--- src/rtl/bhl_pkg.sv ---
package bhl_pkg;

   // Session state of the occupancy timer
   typedef enum logic [1:0] {
      BHL_IDLE  = 2'd0,   // bus not held by the DMA
      BHL_COUNT = 2'd1,   // held, limit active, counting units
      BHL_FREE  = 2'd2,   // held, limit disabled for this session
      BHL_SPENT = 2'd3    // held, abort already issued
   } bhl_state_t;

   // Number of system clocks in one budget unit for a prescaler width
   function automatic int unsigned bhl_unit_clocks(input int unsigned pre_w);
      return 32'd1 << pre_w;
   endfunction

endpackage

--- src/rtl/bhl_ctrl_reg.sv ---
module bhl_ctrl_reg #(
   parameter int unsigned CNT_W = 7
) (
   input  logic             clk,
   input  logic             rst_n,
   input  logic             wr_en,
   input  logic [CNT_W:0]   wdata,
   output logic             en_o,
   output logic [CNT_W-1:0] bud_o,
   output logic [CNT_W:0]   rdata_o
);

   localparam int unsigned REG_W = CNT_W + 1;

   generate
      if (CNT_W < 2 || CNT_W > 16) begin : g_bad_cnt_w
         $error("bhl_ctrl_reg: CNT_W must be within 2..16");
      end
   endgenerate

   logic [REG_W-1:0] reg_q;
   logic             wr_ok;

   // A write is accepted only when its budget field is nonzero
   assign wr_ok = wr_en && (wdata[CNT_W-1:0] != '0);

   always_ff @(posedge clk or negedge rst_n) begin
      if (!rst_n) begin
         reg_q <= '0;
      end else if (wr_ok) begin
         reg_q <= wdata;
      end
   end

   assign en_o    = reg_q[CNT_W];
   assign bud_o   = reg_q[CNT_W-1:0];
   assign rdata_o = reg_q;


   zero_write_keep_chk: assert property (@(posedge clk) disable iff (!rst_n)
      (wr_en && wdata[CNT_W-1:0] == '0) |=> $stable(rdata_o));


   write_store_chk: assert property (@(posedge clk) disable iff (!rst_n)
      (wr_en && wdata[CNT_W-1:0] != '0) |=> (rdata_o == $past(wdata)));

endmodule

--- src/rtl/bhl_prescaler.sv ---
module bhl_prescaler #(
   parameter int unsigned PRE_W = 8
) (
   input  logic clk,
   input  logic rst_n,
   input  logic clr,
   input  logic run,
   output logic tick_o
);

   generate
      if (PRE_W < 1 || PRE_W > 16) begin : g_bad_pre_w
         $error("bhl_prescaler: PRE_W must be within 1..16");
      end

      if (PRE_W == 1) begin : g_toggle
         // Divide by two: a single phase flop
         logic ph_q;
         always_ff @(posedge clk or negedge rst_n) begin
            if (!rst_n) begin
               ph_q <= 1'b0;
            end else if (clr) begin
               ph_q <= 1'b0;
            end else if (run) begin
               ph_q <= ~ph_q;
            end
         end
         assign tick_o = run && !clr && ph_q;


         pre_clear_chk: assert property (@(posedge clk) disable iff (!rst_n)
            clr |=> !ph_q);
      end else begin : g_counter
         // Divide by 2**PRE_W: wrapping binary counter
         logic [PRE_W-1:0] pre_q;
         always_ff @(posedge clk or negedge rst_n) begin
            if (!rst_n) begin
               pre_q <= '0;
            end else if (clr) begin
               pre_q <= '0;
            end else if (run) begin
               pre_q <= pre_q + PRE_W'(1);
            end
         end
         assign tick_o = run && !clr && (&pre_q);


         pre_clear_chk: assert property (@(posedge clk) disable iff (!rst_n)
            clr |=> (pre_q == '0));


         pre_step_chk: assert property (@(posedge clk) disable iff (!rst_n)
            (run && !clr) |=> (pre_q == $past(pre_q) + PRE_W'(1)));
      end
   endgenerate

endmodule

--- src/rtl/bhl_budget_fsm.sv ---
module bhl_budget_fsm
   import bhl_pkg::*;
#(
   parameter int unsigned CNT_W = 7
) (
   input  logic             clk,
   input  logic             rst_n,
   input  logic             active,
   input  logic             tick,
   input  logic             en_in,
   input  logic [CNT_W-1:0] bud_in,
   output logic             pre_run_o,
   output logic             pre_clr_o,
   output logic             term_o
);

   generate
      if (CNT_W < 2 || CNT_W > 16) begin : g_bad_cnt_w
         $error("bhl_budget_fsm: CNT_W must be within 2..16");
      end
   endgenerate

   bhl_state_t       state_q;
   logic [CNT_W-1:0] cnt_q;
   logic [CNT_W-1:0] cnt_nxt;
   logic [CNT_W-1:0] bud_lat_q;
   logic             en_lat_q;
   logic             term_q;
   logic             last_unit;

   assign cnt_nxt   = cnt_q + CNT_W'(1);
   assign last_unit = (cnt_nxt == bud_lat_q);

   always_ff @(posedge clk or negedge rst_n) begin
      if (!rst_n) begin
         state_q   <= BHL_IDLE;
         cnt_q     <= '0;
         bud_lat_q <= '0;
         en_lat_q  <= 1'b0;
         term_q    <= 1'b0;
      end else begin
         term_q <= 1'b0;
         if (!active) begin
            state_q <= BHL_IDLE;
            cnt_q   <= '0;
         end else begin
            unique case (state_q)
               BHL_IDLE: begin
                  // Capture the limit for the whole session
                  bud_lat_q <= bud_in;
                  en_lat_q  <= en_in;
                  cnt_q     <= '0;
                  state_q   <= en_in ? BHL_COUNT : BHL_FREE;
               end
               BHL_COUNT: begin
                  if (tick) begin
                     cnt_q <= cnt_nxt;
                     if (last_unit) begin
                        term_q  <= 1'b1;
                        state_q <= BHL_SPENT;
                     end
                  end
               end
               BHL_FREE:  state_q <= BHL_FREE;
               BHL_SPENT: state_q <= BHL_SPENT;
               default:   state_q <= BHL_IDLE;
            endcase
         end
      end
   end

   assign pre_run_o = active && (state_q == BHL_COUNT);
   assign pre_clr_o = !pre_run_o;
   assign term_o    = term_q;


   term_single_chk: assert property (@(posedge clk) disable iff (!rst_n)
      term_q |=> !term_q);


   term_needs_en_chk: assert property (@(posedge clk) disable iff (!rst_n)
      term_q |-> en_lat_q);


   spent_silent_chk: assert property (@(posedge clk) disable iff (!rst_n)
      (state_q == BHL_SPENT) |=> !term_q);


   release_clear_chk: assert property (@(posedge clk) disable iff (!rst_n)
      !active |=> (state_q == BHL_IDLE && cnt_q == '0 && !term_q));


   budget_hold_chk: assert property (@(posedge clk) disable iff (!rst_n)
      (active && state_q != BHL_IDLE) |=> $stable(bud_lat_q));


   cnt_bound_chk: assert property (@(posedge clk) disable iff (!rst_n)
      (state_q == BHL_COUNT) |-> (cnt_q < bud_lat_q));

endmodule

--- src/rtl/bus_hold_limiter.sv ---
module bus_hold_limiter #(
   parameter int unsigned CNT_W = 7,
   parameter int unsigned PRE_W = 8
) (
   input  logic           clk,
   input  logic           rst_n,
   input  logic           cfg_wr,
   input  logic [CNT_W:0] cfg_wdata,
   output logic [CNT_W:0] cfg_rdata,
   input  logic           dma_req,
   input  logic           bus_grant,
   output logic           dma_abort
);

   logic             en_w;
   logic [CNT_W-1:0] bud_w;
   logic             active_w;
   logic             tick_w;
   logic             pre_run_w;
   logic             pre_clr_w;

   // A session is open only while both request and grant are high
   assign active_w = dma_req && bus_grant;

   bhl_ctrl_reg #(.CNT_W(CNT_W)) u_reg (
      .clk     (clk),
      .rst_n   (rst_n),
      .wr_en   (cfg_wr),
      .wdata   (cfg_wdata),
      .en_o    (en_w),
      .bud_o   (bud_w),
      .rdata_o (cfg_rdata)
   );

   bhl_prescaler #(.PRE_W(PRE_W)) u_pre (
      .clk    (clk),
      .rst_n  (rst_n),
      .clr    (pre_clr_w),
      .run    (pre_run_w),
      .tick_o (tick_w)
   );

   bhl_budget_fsm #(.CNT_W(CNT_W)) u_fsm (
      .clk       (clk),
      .rst_n     (rst_n),
      .active    (active_w),
      .tick      (tick_w),
      .en_in     (en_w),
      .bud_in    (bud_w),
      .pre_run_o (pre_run_w),
      .pre_clr_o (pre_clr_w),
      .term_o    (dma_abort)
   );


   abort_in_session_chk: assert property (@(posedge clk) disable iff (!rst_n)
      dma_abort |-> $past(active_w));

endmodule

--- config.mk ---
export PLATFORM = sky130hd
export DESIGN_NAME = bus_hold_limiter
export DESIGN_NICKNAME = d
export VERILOG_FILES = /design/src/rtl/bhl_pkg.sv /design/src/rtl/bhl_ctrl_reg.sv /design/src/rtl/bhl_prescaler.sv /design/src/rtl/bhl_budget_fsm.sv /design/src/rtl/bus_hold_limiter.sv
export SDC_FILE = /design/constraint.sdc
export NUM_CORES = 1
export LEC_CHECK = 0
export BUFFER_PORTS_ARGS = -buffer_cell sky130_fd_sc_hd__buf_2
export CORE_MARGIN = 3
export CORE_UTILIZATION = 38
export CTS_BUF_LIST = sky130_fd_sc_hd__clkbuf_8
export DETAILED_ROUTE_END_ITERATION = 6
export HOLD_SLACK_MARGIN = 0.12
export PLACE_DENSITY = 0.69
export SYNTH_ARGS = -nofsm -noshare
export SYNTH_HDL_FRONTEND = slang
export SYNTH_SLANG_ARGS = --single-unit
--- constraint.sdc ---
create_clock -name clk -period 3.5 [get_ports clk]
set_input_delay 0.7 -clock clk [delete_from_list [all_inputs] [get_ports clk]]
set_output_delay 0.7 -clock clk [all_outputs]
set_load 0.02 [all_outputs]
== Yosys cells after proc, flatten, opt, wreduce, memory -nomap -nowiden ==
Cells that the tools add are included.
W data, S select, Z words.

* Input bits: 13
* Logic and storage cells: 38
* Register bits after elaboration: 33
* Output and inout port bits: 9

* Multiplexer cells: 13
* Add/subtract/negate cells: 2
* Reduce and logical (&&, ||, !) cells: 10
* Equality and inequality tests: 7

{| class="wikitable"
|+ Operators by type and width
! kind !! count
|-
| $mux W7 || 2
|-
| $pmux W7 S2 || 1
|-
| $ne A3 B3 Y1 const B || 3
|-
| $add A8 B1 Y8 const B || 1
|-
| $mux W2 || 4
|-
| $mux W8 || 1
|-
| $pmux W2 S4 || 1
|-
| $reduce_and A8 Y1 || 1
|-
| $add A7 B1 Y7 const B || 1
|-
| $eq A7 B7 Y1 || 1
|-
| $reduce_bool A7 Y1 || 1
|-
| $reduce_and A2 Y1 || 3
|-
| $eq A2 B2 Y1 const B || 2
|-
| $logic_and A1 B1 Y1 || 4
|-
| $mux W1 || 4
|-
| $eq A2 B1 Y1 const B || 1
|-
| $logic_not A2 Y1 || 1
|}

== Depth between registers and ports, before layout ==
Gate-level depths: netlist of run 1.

* Depth after elaboration: 6
* Mapped depth: 5
* Depth with buffers taken out: 5

== Hierarchy ==
From an unflattened synthesis of run 1, not the netlist that was laid out.

* Cells, all modules: 167
* Area, all modules: 1,826.8 um^2

{| class="wikitable"
|+ By module, submodules not included
! module !! cells an instance !! seq. area each (um^2) !! times used !! area each (um^2)
|-
| bhl_budget_fsm || 97 || 425.4 || 1 || 1,014.7
|-
| bhl_prescaler || 39 || 200.2 || 1 || 404.1
|-
| bhl_ctrl_reg || 30 || 200.2 || 1 || 401.6
|-
| bus_hold_limiter || 1 || 0.0 || 1 || 6.3
|}

== Worst setup path after synthesis of run 1 ==
Ideal clock, no wire load.

* Path kind: in2reg
* Start point: input cfg_wdata[2]
* End point: register u_reg.reg_q[7], in the netlist u_reg.rdata_o[7]
* Setup slack: 1.439 ns
* Path buffers: 0
* Library setup time: 0.125 ns
* Data arrival time: 1.936 ns
* Data required time: 3.375 ns
* Stages on the path: 3
* Path through: or4_4 > o41ai_4 > mux2_4

* Cells in the longest elaborated chain, start to end: 2

{| class="wikitable"
|+ RTL lines
! what !! line !! text
|-
| start: declaration || bus_hold_limiter.sv:8 || <nowiki>input logic [CNT_W:0] cfg_wdata,</nowiki>
|-
| $reduce_bool A7 Y1 || bhl_ctrl_reg.sv:25 || <nowiki>assign wr_ok = wr_en && (wdata[CNT_W-1:0] != '0);</nowiki>
|-
| $logic_and A1 B1 Y1 || bhl_ctrl_reg.sv:25 ||
|-
| end signal: assignment || bhl_ctrl_reg.sv:31 || <nowiki>reg_q <= wdata;</nowiki>
|-
| end: declaration || bhl_ctrl_reg.sv:21 || <nowiki>logic [REG_W-1:0] reg_q;</nowiki>
|}

No other way between the ends.
A chain may end at the register's enable or synchronous reset.

== Worst setup path in the final report of run 1 ==
Ends and elaborated chain as after synthesis.

==> results.txt, run 1 <==
Status: completed
Final GP Congestion: 0.789
Drt pass-1 iters: 4
Final Skew: 8.01 ps
Total GRT Usage: 14.1%
# diodes: 0
Worst path arrival time: 2120 ps
Area fraction of the dominant cell type after synthesis: 51.1%
Fin crit share: 56.0%
Hold Buf Count CTS: 0
First-pass GRT wire length: 5.51 mm
Routed Antenna Nets: 0
Slew Limit Fails: 0
Cells after DPL: 219
Post-synthesis cell type count: 40
Drt via density: 5.18
Post-CTS setup buffers: 0
Post-Layout Cell Count: 227
Startpoint Class: input port
Yosys Warn Count: 0
HP Class: input port to asynchronous set/reset pin
Post-Syn Instances: 152
Synth Register Bits: 33
Port bufs: 21
Final min period: 1960 ps
Largest cells by area after synthesis: dfrtp_1 51%, nand2_1 5.3%, xor2_1 4.3%
Post-layout nets: 191
Fill count: 384
Fin area: 1850 sq um
Worst setup margin: 1540 ps
Core Box Area: 4060 sq um
Hold Vio Cnt, Final: 0
Syn nets: 167
CTS Buf Count: 5
Drc violations: 0
Asr flop ratio synth: 100%
Clock Pin Slew Worst Setup and Hold Paths: 70 ps
DIE WIDTH: 71.2 microns
Wire per inst: 13.4 microns
Place WS: 1250 ps
Power after layout: 824 uW
Slowest cell on crit path: or4_4
Syn-to-layout area delta: 14.6%
# H-tree levels: 2
Maxcap violations: 0
Leak: 0.000873 uW
Seq/Total Area, Yosys: 51.1%
Root Buffer: clkbuf_8
RSZ-0062 raised after global routing: no
Setup_tns: 0 ps
Max Root-Sink Buffers: 2
Top-level I/O count: 22
PD cells: 445 nW/um^2
Worst IR Drop VDD: 224 uV
Die H: 71.2 microns
Area of the multi-input gates: 752 sq um
Setup crit end kind: flop
CP required: 3660 ps
Max Fclk: 510 MHz
Clk_lat worst skew: 280 ps
CP max stage delay: 530 ps
CTS resizes: 0
Sequential cell area: 826 sq um
Routed WL: 3.03 mm
DRT iter0 DRCs: 52
Largest net degree at the start of global routing: 34
Vias in the first global route: 1144
Syn Area/Cell: 10.6 sq um
R2R Setup Slk: 1740 ps
Cell Rows: 23
Antenna violations before repair: 0
Slew @ Worst Pin: 715 ps
Synthesized area: 1620 sq um
Initial Util: 39.8%
Yosys top cell by area: dfrtp_1
CTS tree: built
Placed inst area: 1760 sq um
Setup Viol. Count Final: 0
Peak fanout along the critical path: 8
Slew headroom: 52.4%
Post-DP HPWL: 2.22 mm
EDFF count, synth: 0
Ys flop type: dfrtp_1
CTS sink cnt: 33
Die area: 5070 sq um
Via count: 1176
Total congestion overflow: 0
Crit path cell chain: buf_2, or4_4, o41ai_4, mux2_4
CP Class: input port to flop
Layout cell share with drive strength beyond 1: 20.9%
-- where the power goes --
part | switching [uW] | leakage, uW | internal, uW
Combinational | 59.2 | 0.000397 | 49.5
Sequential | 27.3 | 0.000433 | 411
Clock | 140 | 0.0000439 | 137
Total | 226 | 0.000873 | 598
-- sequential cells by signal, indices dropped and copies added, names as in the netlist --
name                   cells
u_fsm.state_q              2
u_reg.rdata_o              8
u_fsm.bud_lat_q            7
u_fsm.term_o               1
u_pre.g_counter.pre_q      8
u_fsm.cnt_q                7
-- critical path, delay by kind of cell --
kind / cells / cell delay (ps)
mux: 1 / 340
buf+inv: 1 / 100
simple gates: 1 / 530
compound gates: 1 / 440
-- cells in the mapped netlist, types with 2 or more instances --
cell type  number
dfrtp_1        33
nand2_1        23
nor2_1         11
xor2_1          8
and3_1          6
xnor2_1         6
inv_1           5
mux2_1          5
nand3_1         5
a21oi_1         4
a31oi_1         4
o21ai_1         4
clkbuf_1        3
o21ai_0         3
a21o_1          2
ha_1            2
mux2_2          2
nor3_2          2
o211ai_1        2
or3_1           2
-- metal layers --
metal	GRT usage [%]	up-vias	routed length [microns]
met3	4.83	4	173
met4	5.64	0	51
met2	21.4	27	1350
li1	-	581	-
met5	0	-	0
met1	18.3	564	1460
-- cell type report --
cell class	instances	share of cell area (%)
inverters	5	1.01
clock inverters	3	0.947
flip-flops and latches	33	44.6
multi-input cells	110	40.6
clock buffers	5	3.72
well taps	50	3.38
repair buffers	21	5.68
-- layout by cell type, fill, tap and decap left out, drive strengths merged, types with 2 or more instances in the layout --
cell type	netlist	layout
inv	5	5
a21o	2	2
xor2	8	8
ha	2	2
dfrtp	33	33
xnor2	6	6
and3	6	6
or3	2	2
a31oi	4	4
nor3	3	3
nand3	5	5
o211ai	2	2
buf	1	21
nor2	11	11
clkinv	0	2
nand2	23	23
o21ai	7	7
a21oi	4	4
mux2	8	8
clkbuf	3	5
-- kinds of logic after synthesis --
kind of cell / Yosys count / synth area share (%)
flip-flops: 33 / 51.1
multiplexers: 9 / 6.43
buffers and inverters: 9 / 2.32
AO/OA/AOI/OAI: 27 / 12.0
adder cells (fa/ha/maj): 2 / 1.55
AND/OR/NAND/NOR: 58 / 19.0
XOR/XNOR: 14 / 7.59
-- metrics by stage --
stage               utilization (%)  hold WS [ps]
floorplan                         -           404
global placement               43.5           451
detailed placement             43.5           469
CTS                            45.6           478
global route                   45.6           510
finish                         45.6           462
-- path summary, 6_finish.rpt --
check | startpoint | endpoint | cells past startpoint
min in group clk | u_pre.g_counter.pre_q[0] | u_pre.g_counter.pre_q[0] | 1
worst max-delay path | cfg_wdata[2] | u_reg.rdata_o[7] | 4
worst max register to register | u_fsm.cnt_q[0] | u_fsm.term_o | 5
worst min register to register | u_pre.g_counter.pre_q[0] | u_pre.g_counter.pre_q[0] | 1
worst min-delay path | rst_n | u_pre.g_counter.pre_q[5] | 1
max in group asynchronous | rst_n | u_fsm.bud_lat_q[4] | 1
Power figures use the tool's default switching activity.
==> inputs of run 2 (changes only) <==
==> constraint.sdc (replaced) <==
create_clock -name clk -period 1.9 [get_ports clk]
set_input_delay 0.38 -clock clk [delete_from_list [all_inputs] [get_ports clk]]
set_output_delay 0.38 -clock clk [all_outputs]
set_load 0.02 [all_outputs]
==> run 2 against run 1 <==
Combinational power up 88%. Total power up 100%. Register-to-register slack worse by 1600 ps. Highest routed layer unchanged. Die area unchanged.
==> results.txt, run 2 (same netlist as run 1, synthesis figures left out) <==
Status: completed
Die H: 71.2 microns
Setup Viol. Count Final: 0
Worst setup margin: 179 ps
Slew Limit Fails: 0
Via count: 1172
Startpoint Class: flop
Switch share: 24.0%
Util after Layout: 47.1%
Worst IR Drop VDD: 527 uV
Drt pass-1 iters: 4
CP required: 2070 ps
CTS resizes: 0
Seq pwr share: 48.3%
First-pass GRT wire length: 5.51 mm
Total congestion overflow: 0
Largest net degree at the start of global routing: 34
Worst path arrival time: 1890 ps
Comb pwr share: 12.2%
Slew headroom: 52.0%
Slew @ Worst Pin: 721 ps
Post-CTS setup buffers: 0
Antenna violations before repair: 0
RSZ-0062 raised after global routing: no
Layout cell share with drive strength beyond 1: 22.1%
Most frequent cells in the layout: 33 x dfrtp_1, 23 x nand2_1, 21 x buf_2, 11 x nor2_1, 8 x xor2_1
Final GP Congestion: 0.735
Routed Antenna Nets: 0
Leak: 0.000912 uW
Setup_tns: 0 ps
CTS tree: built
CTS sink cnt: 33
Initial Util: 39.8%
Maxcap violations: 0
Hold Vio Cnt, Final: 0
Final min period: 1720 ps
Syn-to-layout area delta: 18.3%
Setup crit end kind: flop
Top-level I/O count: 22
Place WS: 166 ps
Clk_lat worst skew: 280 ps
Die area: 5070 sq um
Cell Rows: 23
Port bufs: 21
Fin crit share: 90.6%
Total GRT Usage: 13.4%
Root Buffer: clkbuf_8
Max Root-Sink Buffers: 2
Core Box Area: 4060 sq um
Drc violations: 0
DRT iter0 DRCs: 50
# H-tree levels: 2
Drt via density: 5.07
Clock Pin Slew Worst Setup and Hold Paths: 60 ps
Vias in the first global route: 1226
Final Skew: 2.41 ps
Power after layout: 1680 uW
Post-layout nets: 195
# diodes: 0
Wire per inst: 13.0 microns
CP Class: flop to flop
Max Fclk: 581 MHz
Part of the power in the clock network: 39.5%
CTS Buf Count: 5
Switching power: 402 uW
Routed WL: 3.01 mm
Post-DP HPWL: 2.23 mm
PD cells: 877 nW/um^2
Peak fanout along the critical path: 7
Pint: 1270 uW
Most common cell after layout, fill and taps aside: dfrtp_1
HP Class: input port to asynchronous set/reset pin
Hold Buf Count CTS: 0
CP Launch Point: u_fsm.cnt_q[0]
R2r startpoint: u_fsm.cnt_q[0]
DIE WIDTH: 71.2 microns
==> run 2: per-stage QoR <==
stage          instances  hold slack (ps)  area (sq um)
2_1_floorplan        152             84.4          1620
3_3_place_gp         223              451          1790
3_5_place_dp         223              456          1790
4_1_cts              231              180          1910
5_1_grt              231              226          1910
6_report             231              154          1910
==> run 2: path summary, 6_finish.rpt <==
check | end | depth (start not counted) | slack [ps]
min in group clk | u_reg.rdata_o[4] | 3 | 300
setup reg to reg | u_fsm.term_o | 5 | 180
hold / removal | u_pre.g_counter.pre_q[7] | 1 | 150
max in group asynchronous | u_fsm.bud_lat_q[2] | 1 | 1280
hold reg to reg | u_pre.g_counter.pre_q[0] | 1 | 460
setup / recovery | u_fsm.term_o | 5 | 180
==> run 2: critical path: stages, from the launching register on <==
cell and delay, ps:
dfrtp_1 410, ha_1 290, and3_1 270, and3_1 170, o2111ai_1 160, nor4_1 310
==> run 2: layout make-up <==
type | instances | area [sq um]
Sequential cell | 33 | 826
Fill cell | 380 | 2150
Tap cell | 50 | 62.6
Clock inverter | 2 | 33.8
Inverter | 5 | 18.8
Timing Repair Buffer | 25 | 135
Clock buffer | 6 | 82.6
Multi-Input combinational cell | 110 | 752
==> run 2: power by group through the flow <==
stage	clock [uW]	combinational (uW)	sequential, uW
final	662	205	809
after global routing	717	231	817
after CTS	685	209	810
after detailed placement	0	208	823
after global placement	0	204	821
after floorplan	0	124	823
==> run 2: metal layers <==
| layer | global-route usage [%] | share of wire (%) | vias to the layer above |
|---|---|---|---|
| met5 | 0 | 0 | - |
| met4 | 3.13 | 0.46 | 0 |
| met3 | 3.84 | 4.4 | 5 |
| met2 | 21.1 | 46 | 23 |
| met1 | 18.4 | 49 | 552 |
| li1 | - | - | 592 |
